===== src/rtl/ttx_raster_timer.sv =====
module ttx_raster_timer #(
  parameter int LINE_CLKS   = 64,
  parameter int HSYNC_CLKS  = 5,
  parameter int HACT_START  = 17,
  parameter int COLS        = 40,
  parameter int VACT_FIRST  = 42,
  parameter int TEXT_ROWS   = 25,
  parameter int SCANS       = 10,
  parameter int FIELD_SHORT = 312,
  parameter int VSYNC_LINES = 3
) (
  input  logic                          clk_i,
  input  logic                          rst_ni,
  input  logic [1:0]                    line_mode_i,
  input  logic [1:0]                    dbl_sel_i,
  input  logic                          status_top_i,
  input  logic                          oe_force_low_i,
  input  logic                          ext_vsync_i,
  output logic                          hsync_o,
  output logic                          de_o,
  output logic [$clog2(COLS)-1:0]       col_o,
  output logic [$clog2(TEXT_ROWS)-1:0]  row_o,
  output logic [$clog2(SCANS)-1:0]      scan_o,
  output logic                          odd_even_o,
  output logic                          fsync_o
);
  localparam int HW = $clog2(LINE_CLKS);
  localparam int VW = $clog2(FIELD_SHORT + 2);
  localparam int CW = $clog2(COLS);
  localparam int RW = $clog2(TEXT_ROWS);
  localparam int SW = $clog2(SCANS);
  localparam int VACT_LAST = VACT_FIRST + TEXT_ROWS * SCANS - 1;
  localparam int MAIN_ROWS = TEXT_ROWS - 1;

  localparam logic [HW-1:0] H_LAST  = HW'(LINE_CLKS - 1);
  localparam logic [HW-1:0] H_HALF  = HW'(LINE_CLKS / 2);
  localparam logic [HW-1:0] H_SYNC  = HW'(HSYNC_CLKS);
  localparam logic [HW-1:0] H_ACT0  = HW'(HACT_START);
  localparam logic [HW-1:0] H_ACT1  = HW'(HACT_START + COLS);
  localparam logic [VW-1:0] V_ONE   = VW'(1);
  localparam logic [VW-1:0] V_MAX   = {VW{1'b1}};
  localparam logic [VW-1:0] V_FIRST = VW'(VACT_FIRST);
  localparam logic [VW-1:0] V_LAST  = VW'(VACT_LAST);
  localparam logic [VW-1:0] V_SYNC  = VW'(VSYNC_LINES);
  localparam logic [VW-1:0] F_SHORT = VW'(FIELD_SHORT);
  localparam logic [VW-1:0] F_LONG  = VW'(FIELD_SHORT + 1);
  localparam logic [SW-1:0] S_LAST  = SW'(SCANS - 1);
  localparam logic [RW-1:0] R_STAT  = RW'(TEXT_ROWS - 1);
  localparam logic [RW-1:0] R_HALF  = RW'(MAIN_ROWS / 2);

  logic [HW-1:0] hcnt;
  logic [VW-1:0] vline, vline_nx, flen;
  logic [SW-1:0] sl;
  logic [RW-1:0] slot, m;
  logic          fld, pend, hit, ext, line_end, field_end;
  logic          vact, hact, is_stat;
  logic [RW-1:0] row_map;
  logic [SW-1:0] scan_map;
  logic [SW:0]   dbl_sum;

  assign ext       = (line_mode_i == 2'b11);
  assign line_end  = (hcnt == H_LAST);
  assign hit       = pend | ext_vsync_i;

  always_comb begin
    case (line_mode_i)
      2'b00:   flen = fld ? F_SHORT : F_LONG;
      2'b01:   flen = fld ? F_LONG  : F_SHORT;
      default: flen = F_SHORT;
    endcase
  end

  assign field_end = !ext && (vline >= flen);

  always_comb begin
    if (ext)            vline_nx = hit ? V_ONE : ((vline != V_MAX) ? vline + V_ONE : vline);
    else if (field_end) vline_nx = V_ONE;
    else                vline_nx = vline + V_ONE;
  end

  always_ff @(posedge clk_i) begin
    if (!rst_ni) begin
      hcnt  <= '0;
      vline <= V_ONE;
      fld   <= 1'b0;
      sl    <= '0;
      slot  <= '0;
      pend  <= 1'b0;
    end else begin
      hcnt <= line_end ? '0 : hcnt + 1'b1;
      pend <= ext && !line_end && hit;
      if (line_end) begin
        vline <= vline_nx;
        if (field_end) fld <= ~fld;
        if (vline_nx == V_FIRST) begin
          sl   <= '0;
          slot <= '0;
        end else if (sl == S_LAST) begin
          sl   <= '0;
          slot <= slot + 1'b1;
        end else begin
          sl <= sl + 1'b1;
        end
      end
    end
  end

  assign vact = (vline >= V_FIRST) && (vline <= V_LAST);
  assign hact = (hcnt >= H_ACT0) && (hcnt < H_ACT1);

  assign is_stat = status_top_i ? (slot == '0) : (slot == R_STAT);
  assign m       = status_top_i ? slot - 1'b1 : slot;
  assign dbl_sum = (m[0] ? (SW+1)'(SCANS) : '0) + {1'b0, sl};

  always_comb begin
    if (is_stat) begin
      row_map  = R_STAT;
      scan_map = sl;
    end else if (dbl_sel_i[0]) begin
      row_map  = (m >> 1) + (dbl_sel_i[1] ? R_HALF : '0);
      scan_map = dbl_sum[SW:1];
    end else begin
      row_map  = m;
      scan_map = sl;
    end
  end

  assign hsync_o    = (hcnt < H_SYNC);
  assign de_o       = vact && hact;
  assign col_o      = de_o ? CW'(hcnt - H_ACT0) : '0;
  assign row_o      = de_o ? row_map : '0;
  assign scan_o     = de_o ? scan_map : '0;
  assign odd_even_o = fld && !oe_force_low_i;

  always_comb begin
    if (ext)
      fsync_o = 1'b0;
    else if (line_mode_i == 2'b00)
      fsync_o = fld ? ((vline < V_SYNC) || ((vline == V_SYNC) && (hcnt < H_HALF)))
                    : ((vline <= V_SYNC) || ((vline == flen) && (hcnt >= H_HALF)));
    else
      fsync_o = (vline <= V_SYNC);
  end
endmodule


===== config.mk =====
export PLATFORM = sky130hd
export DESIGN_NAME = ttx_raster_timer
export DESIGN_NICKNAME = d
export VERILOG_FILES = /design/src/rtl/ttx_raster_timer.sv
export SDC_FILE = /design/constraint.sdc
export NUM_CORES = 1
export LEC_CHECK = 0
export ABC_AREA = 1
export BUFFER_PORTS_ARGS = -buffer_cell sky130_fd_sc_hd__buf_2
export CAP_MARGIN = 20
export CORE_MARGIN = 2
export CORE_UTILIZATION = 25
export DETAILED_ROUTE_END_ITERATION = 8
export PLACE_DENSITY_LB_ADDON = 0.15
export SLEW_MARGIN = 20
export SYNTH_ARGS = -nofsm -noshare
export SYNTH_HDL_FRONTEND = slang
export SYNTH_SLANG_ARGS = --single-unit

===== constraint.sdc =====
create_clock -name clk_i -period 2.4 [get_ports clk_i]
set_input_delay 0.24 -clock clk_i [delete_from_list [all_inputs] [get_ports clk_i]]
set_output_delay 0.24 -clock clk_i [all_outputs]
set_load 0.01 [all_outputs]

-- Yosys cells after proc, flatten, opt, wreduce, memory -nomap -nowiden
Cells that the tools add are included.
- $add $sub $neg: 8
- $lt $le $gt $ge: 10
- equality and inequality tests: 9
- mux-type cells: 25
- bitwise logic cells: 3
- reductions and logical operators: 20
- operators by type and width (kind ; number):
    two-way mux 9 bit ; 4
    two-way mux 5 bit ; 6
    two-way mux 4 bit ; 7
    < comparator 6 bit (second input constant) ; 2
    adder 4 x 4 -> 5 bit ; 2
    adder 9 x 1 -> 9 bit (second input constant) ; 1
    == test 9 x 2 -> 1 bit (second input constant) ; 1
    == test 9 x 6 -> 1 bit (second input constant) ; 1
    == test 9 bit ; 1
    >= comparator 9 x 6 -> 1 bit (second input constant) ; 1
    >= comparator 9 bit ; 1
    less-or-equal comparator 9 x 2 -> 1 bit (second input constant) ; 1
    less-or-equal comparator 9 bit (second input constant) ; 1
    logical AND 1 bit ; 9
    < comparator 9 x 2 -> 1 bit (second input constant) ; 1
    != test 9 bit (second input constant) ; 1
    adder 6 x 1 -> 6 bit (second input constant) ; 1
    == test 6 bit (second input constant) ; 1
    >= comparator 6 x 5 -> 1 bit (second input constant) ; 1
    >= comparator 6 bit (second input constant) ; 1
    < comparator 6 x 3 -> 1 bit (second input constant) ; 1
    two-way mux 1 bit ; 6
    two-way mux 6 bit ; 1
    subtractor 6 x 5 -> 6 bit (second input constant) ; 1
    other kinds (17) ; 22
- register bits after elaboration: 26
- bits of input ports: 9
- logic and storage cells: 81

-- Longest topological paths before layout
- depth after elaboration: 9
- depth in mapped cells: 19
- mapped depth without buffers: 19

-- Worst setup path after synthesis
Ideal clock, no wire load.
- kind: reg2reg
- from: reg vline[1]
- to: reg slot[2]
- library setup time: 113 ps
- data arrival time: 2394 ps
- required time: 2287 ps
- path slack: -107 ps
- stages on the path, launching flop included: 20
- path buffers: 0
- period minus slack after synthesis: 2507 ps
- cell sequence: dfxtp_1 > ha_1 > nand2_1 > nor2_2 > nand3_1 > nor2_1 > ha_1 > clkinv_1 > nor2_1 > o21ai_1 > o21ai_0 > nand2_1 > nand2_1 > nor2_2 > nand3_2 > nand2_4 > nand2_4 > nand2_1 > nand2_1 > nor2_1
- word-level cells in the longest chain between the ends: 7
- RTL lines (item ; line ; text):
    from (decl) ; 52 ; logic [VW-1:0] vline, vline_nx, flen;
    from (signal assigned) ; 93 ; vline <= vline_nx;
    adder 9 x 1 -> 9 bit (tied with other cells) ; 76, 78 ;
    two-way mux 9 bit or logical AND 1 bit (tied branches) ; 76, 73 ;
    two-way mux 9 bit, on equally long branches ; 76, 77 ;
    two-way mux 9 bit (*) ; 76 ; if (ext) vline_nx = hit ? V_ONE : ((vline != V_MAX) ? vline + V_ONE : vline);
    == test 9 x 6 -> 1 bit (*) ; 95 ; if (vline_nx == V_FIRST) begin
    nonzero test 2 bit (no line) ; -- ;
    AND reduction 2 bit (no line) ; -- ;
    to (signal assigned) ; 100 ; slot <= slot + 1'b1;
    to (decl) ; 54 ; logic [RW-1:0] slot, m;
Mark *: on every way between the ends. The rest lies on a longest branch, timed or not.
A chain may end at the register's enable or synchronous reset.

-- Final worst setup path
- from: reg slot[2]
- to: out row_o[3]
- word-level cells in the longest chain between the ends: 6
- RTL lines (item ; line ; text):
    subtractor 5 x 1 -> 5 bit ; 112 ; assign m = status_top_i ? slot - 1'b1 : slot;
    two-way mux 5 bit ; 112 ;
    adder 4 x 4 -> 5 bit ; 120 ; row_map = (m >> 1) + (dbl_sel_i[1] ? R_HALF : '0);
    two-way mux 5 bit ; 119 ; end else if (dbl_sel_i[0]) begin
    two-way mux 5 bit (*) ; 116 ; if (is_stat) begin
    two-way mux 5 bit (*) ; 131 ; assign row_o = de_o ? row_map : '0;
    to (decl) ; 22 ; output logic [$clog2(TEXT_ROWS)-1:0] row_o,
Marks and branches as above.

==> results <==
- The flow ran to the end, and the final reports show no timing, DRC or antenna violations.
- The initial core utilization is approximately 25%.
- The first-pass GRT wire length is about 11000 µm.
- The timing-limited maximum frequency is 429 MHz.
- The final non-filler cell total is between 500 and 600.
- Among all cell types in the netlist, the one instantiated most often is nand2_1.
- The per-instance average area after synthesis is about 6.4 µm².
- For flop-to-flop paths, the worst setup slack is 0.10 ns.
- Relative to the synthesized area, the layout overhead comes to 37.3%.
- The detailed router finished its first iteration with 95 violations.
- The cell total after placement is a little over 500.
- The hold path endpoint is slot[2].
- The nature of the critical path startpoint is a register.
- After synthesis the cells add up to ~2300 µm².
- On the critical path the largest part of the delay comes from adder cells.
- Counting instances, the worst hold path has a depth of 3.
- The port buffer count is 27.
- The area enclosed by the die boundary is between 10000 and 15000 µm².
- The worst register-to-register path ends at slot[4].
- The placeable core region is 9110 µm².
- The largest clock skew in the final design is 0.00515 ns.
- The number of buffers on the longest clock path is 2.
- The die is 100 µm wide.
- The HPWL after detailed placement is approximately 5200 µm.
- The shortest clock period the worst path allows after layout is approximately 2.3 ns.
- Of the available clock period, the critical path in the final layout requires a little over nine tenths.
- Counting stages on the worst path, the most repeated cell is inv_2.
- VDD sags by at most around 0.17 mV.
- Dividing total power by cell area gives a power density of around 300 nW/µm².
- The synthesized design devotes to its leading area cell type 22.5% of total area.
- The relative max-transition margin is a little under three quarters.
- The clock root buffer master is clkbuf_8.
- After clock tree synthesis, the clock-pin slew on the worst setup and hold paths is 0.11 ns.
- The sequential area share after synthesis is 22.5%.
- The cell count after synthesis is about 360.
- The design draws about 960 µW.
- The transition time of the tightest slew-check pin is roughly 0.44 ns.
- After global routing the overflow that remains totals 0.
- TritonCTS created 3 clock buffers.
- The distinct cell type count of the synthesized netlist is 42.
- Counting both buffers and inverters, the worst setup path holds a total of 3.
- Across all layers, the routed design uses roughly 2500 vias.
- The critical path class is reg -> out.
- The fraction of the core area covered by cells at the end of the flow is about a third.
- Once layout is done, the placed cells without fillers occupy about 3200 µm².
- Once placement finished, the instance area stood at around 2700 µm².
- Setup violations remaining at the end of the flow were counted as 0.
- For this design, the slowest cell found on the critical path is fa_2.
- The tool flagged a number of max-cap violations equal to 0.
- Of the cells placed in the final design, the portion with a size suffix greater than 1 is a little over a third.
- The biggest area consumer among synthesized cells is dfxtp_1.
- In the routed design, unresolved DRC markers number 0.
- The initial antenna violation count came to 0.
- The highest net fanout along the worst path is 4.
- The routability congestion estimate from global placement is 0.870.
- The static leakage power is 1.46 nW.
- Setup repair after global routing could not meet its margin everywhere.
- The type of destination of the critical path is a primary output.
- The routed wirelength normalized by instance count is ~13 µm.
- The clock latency reported for the late side of the worst-skew pair is approximately 0.29 ns.
- The hold violation count in the final report is 0.
- For the worst setup path, the data arrival time is approximately 2.1 ns.
- The H-tree depth reported by CTS is 1.
- The register bit count reported by yosys is 26.
- Sorting the synthesized cells by area gives the leading types as dfxtp_1, nand2_1, ha_1.
- The worst-case reg-to-reg path depth is 19.
- The number of enable flip-flop cells after synthesis is 0.
- Synthesis produced a netlist with a net count of just under 400.
- The total of warnings raised by yosys is 0.
- In the post-route analysis, the smallest setup slack over all paths is 0.0717 ns.
- The beginning of the worst register-to-register path is vline[0].
- The placement-stage worst setup slack is -0.0814 ns.
- The fraction of synthesis flops using an asynchronous set or reset pin is 0%.
- The detailed-route wire length is approximately 7000 µm.
- The row count is 35.
- The required time reported for the critical path endpoint is between 2 and 2.5 ns.
- The final-stage net count is 449.
- The count of fill cells added during filler insertion is between 1000 and 1500.
- The most frequently used flop master after synthesis is dfxtp_1.
- By count the netlist is led by nand2_1, nor2_1, inv_1.
- In this run the most critical hold path is launched from rst_ni.
- The count of TritonRoute iterations in the first routing pass is 5.
- The number of antenna diodes in the final layout is 0.
- In this run the vertical extent of the chip is between 100 and 150 µm.
- TritonCTS built the clock tree.
- The count of boundary I/O pins is 28.
- The largest single stage delay on the critical path is approximately 0.42 ns.
- The number of clock sinks seen by CTS is 26.
- The signal on the critical path passes through inv_2, nand4_1, xor2_2, ha_2, inv_2, fa_2, a211oi_2, buf_2.
- Entering global routing, the biggest net connects 16 pins.
- The final-report max-slew violation count is 0.
- The min-delay analysis places its worst path in the category in -> reg.
- The detail route stage leaves a number of antenna-violating nets equal to 0.
- The via count of the first global-routing pass is 2333.
- The global-route usage over all layers is between 10% and 20%.
- After detailed routing, the number of vias per cell comes to ~4.6.
[worst max-delay path by stage]
stage | depth (start not counted) | end | from | slack (ns)
floorplan | 19 | slot[2] | vline[0] | 0.07
finish | 8 | row_o[3] | slot[2] | 0.07
global route | 18 | slot[1] | fld | -0.12
CTS | 11 | row_o[1] | vline[0] | -0.005
global placement | 19 | slot[3] | vline[0] | 0.006
detailed placement | 19 | slot[4] | vline[0] | -0.08
[logic make-up after synthesis]
logic type	after synthesis	synth area share, %
AND/OR/NAND/NOR	181	36.2
buffers and inverters	60	10.4
adder cells (fa/ha/maj)	19	10.6
AO/OA/AOI/OAI	62	16.0
flip-flops	26	22.5
XOR/XNOR	11	4.17
[where the power goes]
group          total [mW]  switching (mW)  leakage [nW]  internal (mW)
combinational       0.125          0.0789          1.21         0.0457
sequential          0.436         0.00348         0.216          0.433
clock               0.399           0.175        0.0357          0.224
[sequential cells by signal (all words and copies together) (netlist names)]
name / count
vline: 9
slot: 5
pend: 1
sl: 4
fld: 1
hcnt: 6
[cell type report]
class / instances / area, µm² / share of cell area (%)
inverter: 55 / 224 / 7.06
clock inverter: 1 / 30.0 / 0.947
clock buffer: 3 / 41.3 / 1.30
tap: 111 / 139 / 4.38
sequential: 26 / 543 / 17.1
multi-input combinational: 273 / 1770 / 55.9
timing repair buffer: 62 / 422 / 13.3
[routing by layer]
layer,up-vias,global-route usage (%),wire length [µm]
li1,1289,-,-
met1,1125,17.6,3200
met2,45,24.5,3410
met3,6,1.88,191
met4,0,3.27,87
met5,-,0,0
[cells in the final DEF (no fill, tap or decap), types with 7 or more instances in the layout]
cell type,n
dfxtp_2,9
nand3_1,15
inv_1,42
o21ai_0,13
ha_1,12
a21oi_1,17
nor2_2,8
nor2_1,51
nand4_1,7
nand2_2,14
buf_2,27
buf_4,31
nor2_4,12
xor2_1,9
dfxtp_1,14
inv_2,7
nand2_1,57
o22ai_1,7
[tightest hold or removal path: stages]
cell	delay [ns]
buf_2	0.14
nand2_1	0.07
nor2_1	0.03
[metrics by stage]
step	setup TNS, ns	hold slack (ns)
5_1_grt	-0.474	0.229
3_5_place_dp	-0.341	0.507
6_report	0	0.219
2_1_floorplan	0	0.360
4_1_cts	-0.00468	0.210
3_3_place_gp	0	0.498
[timing repair]
item / in CTS / in global routing
resized for setup: 22 / 66
hold buffers: 0 / 0
buffers inserted: 2 / 11
pin swaps: 5 / 17
endpoints found under the setup margin: 21 / 20
(Power assumes the default switching activity.)
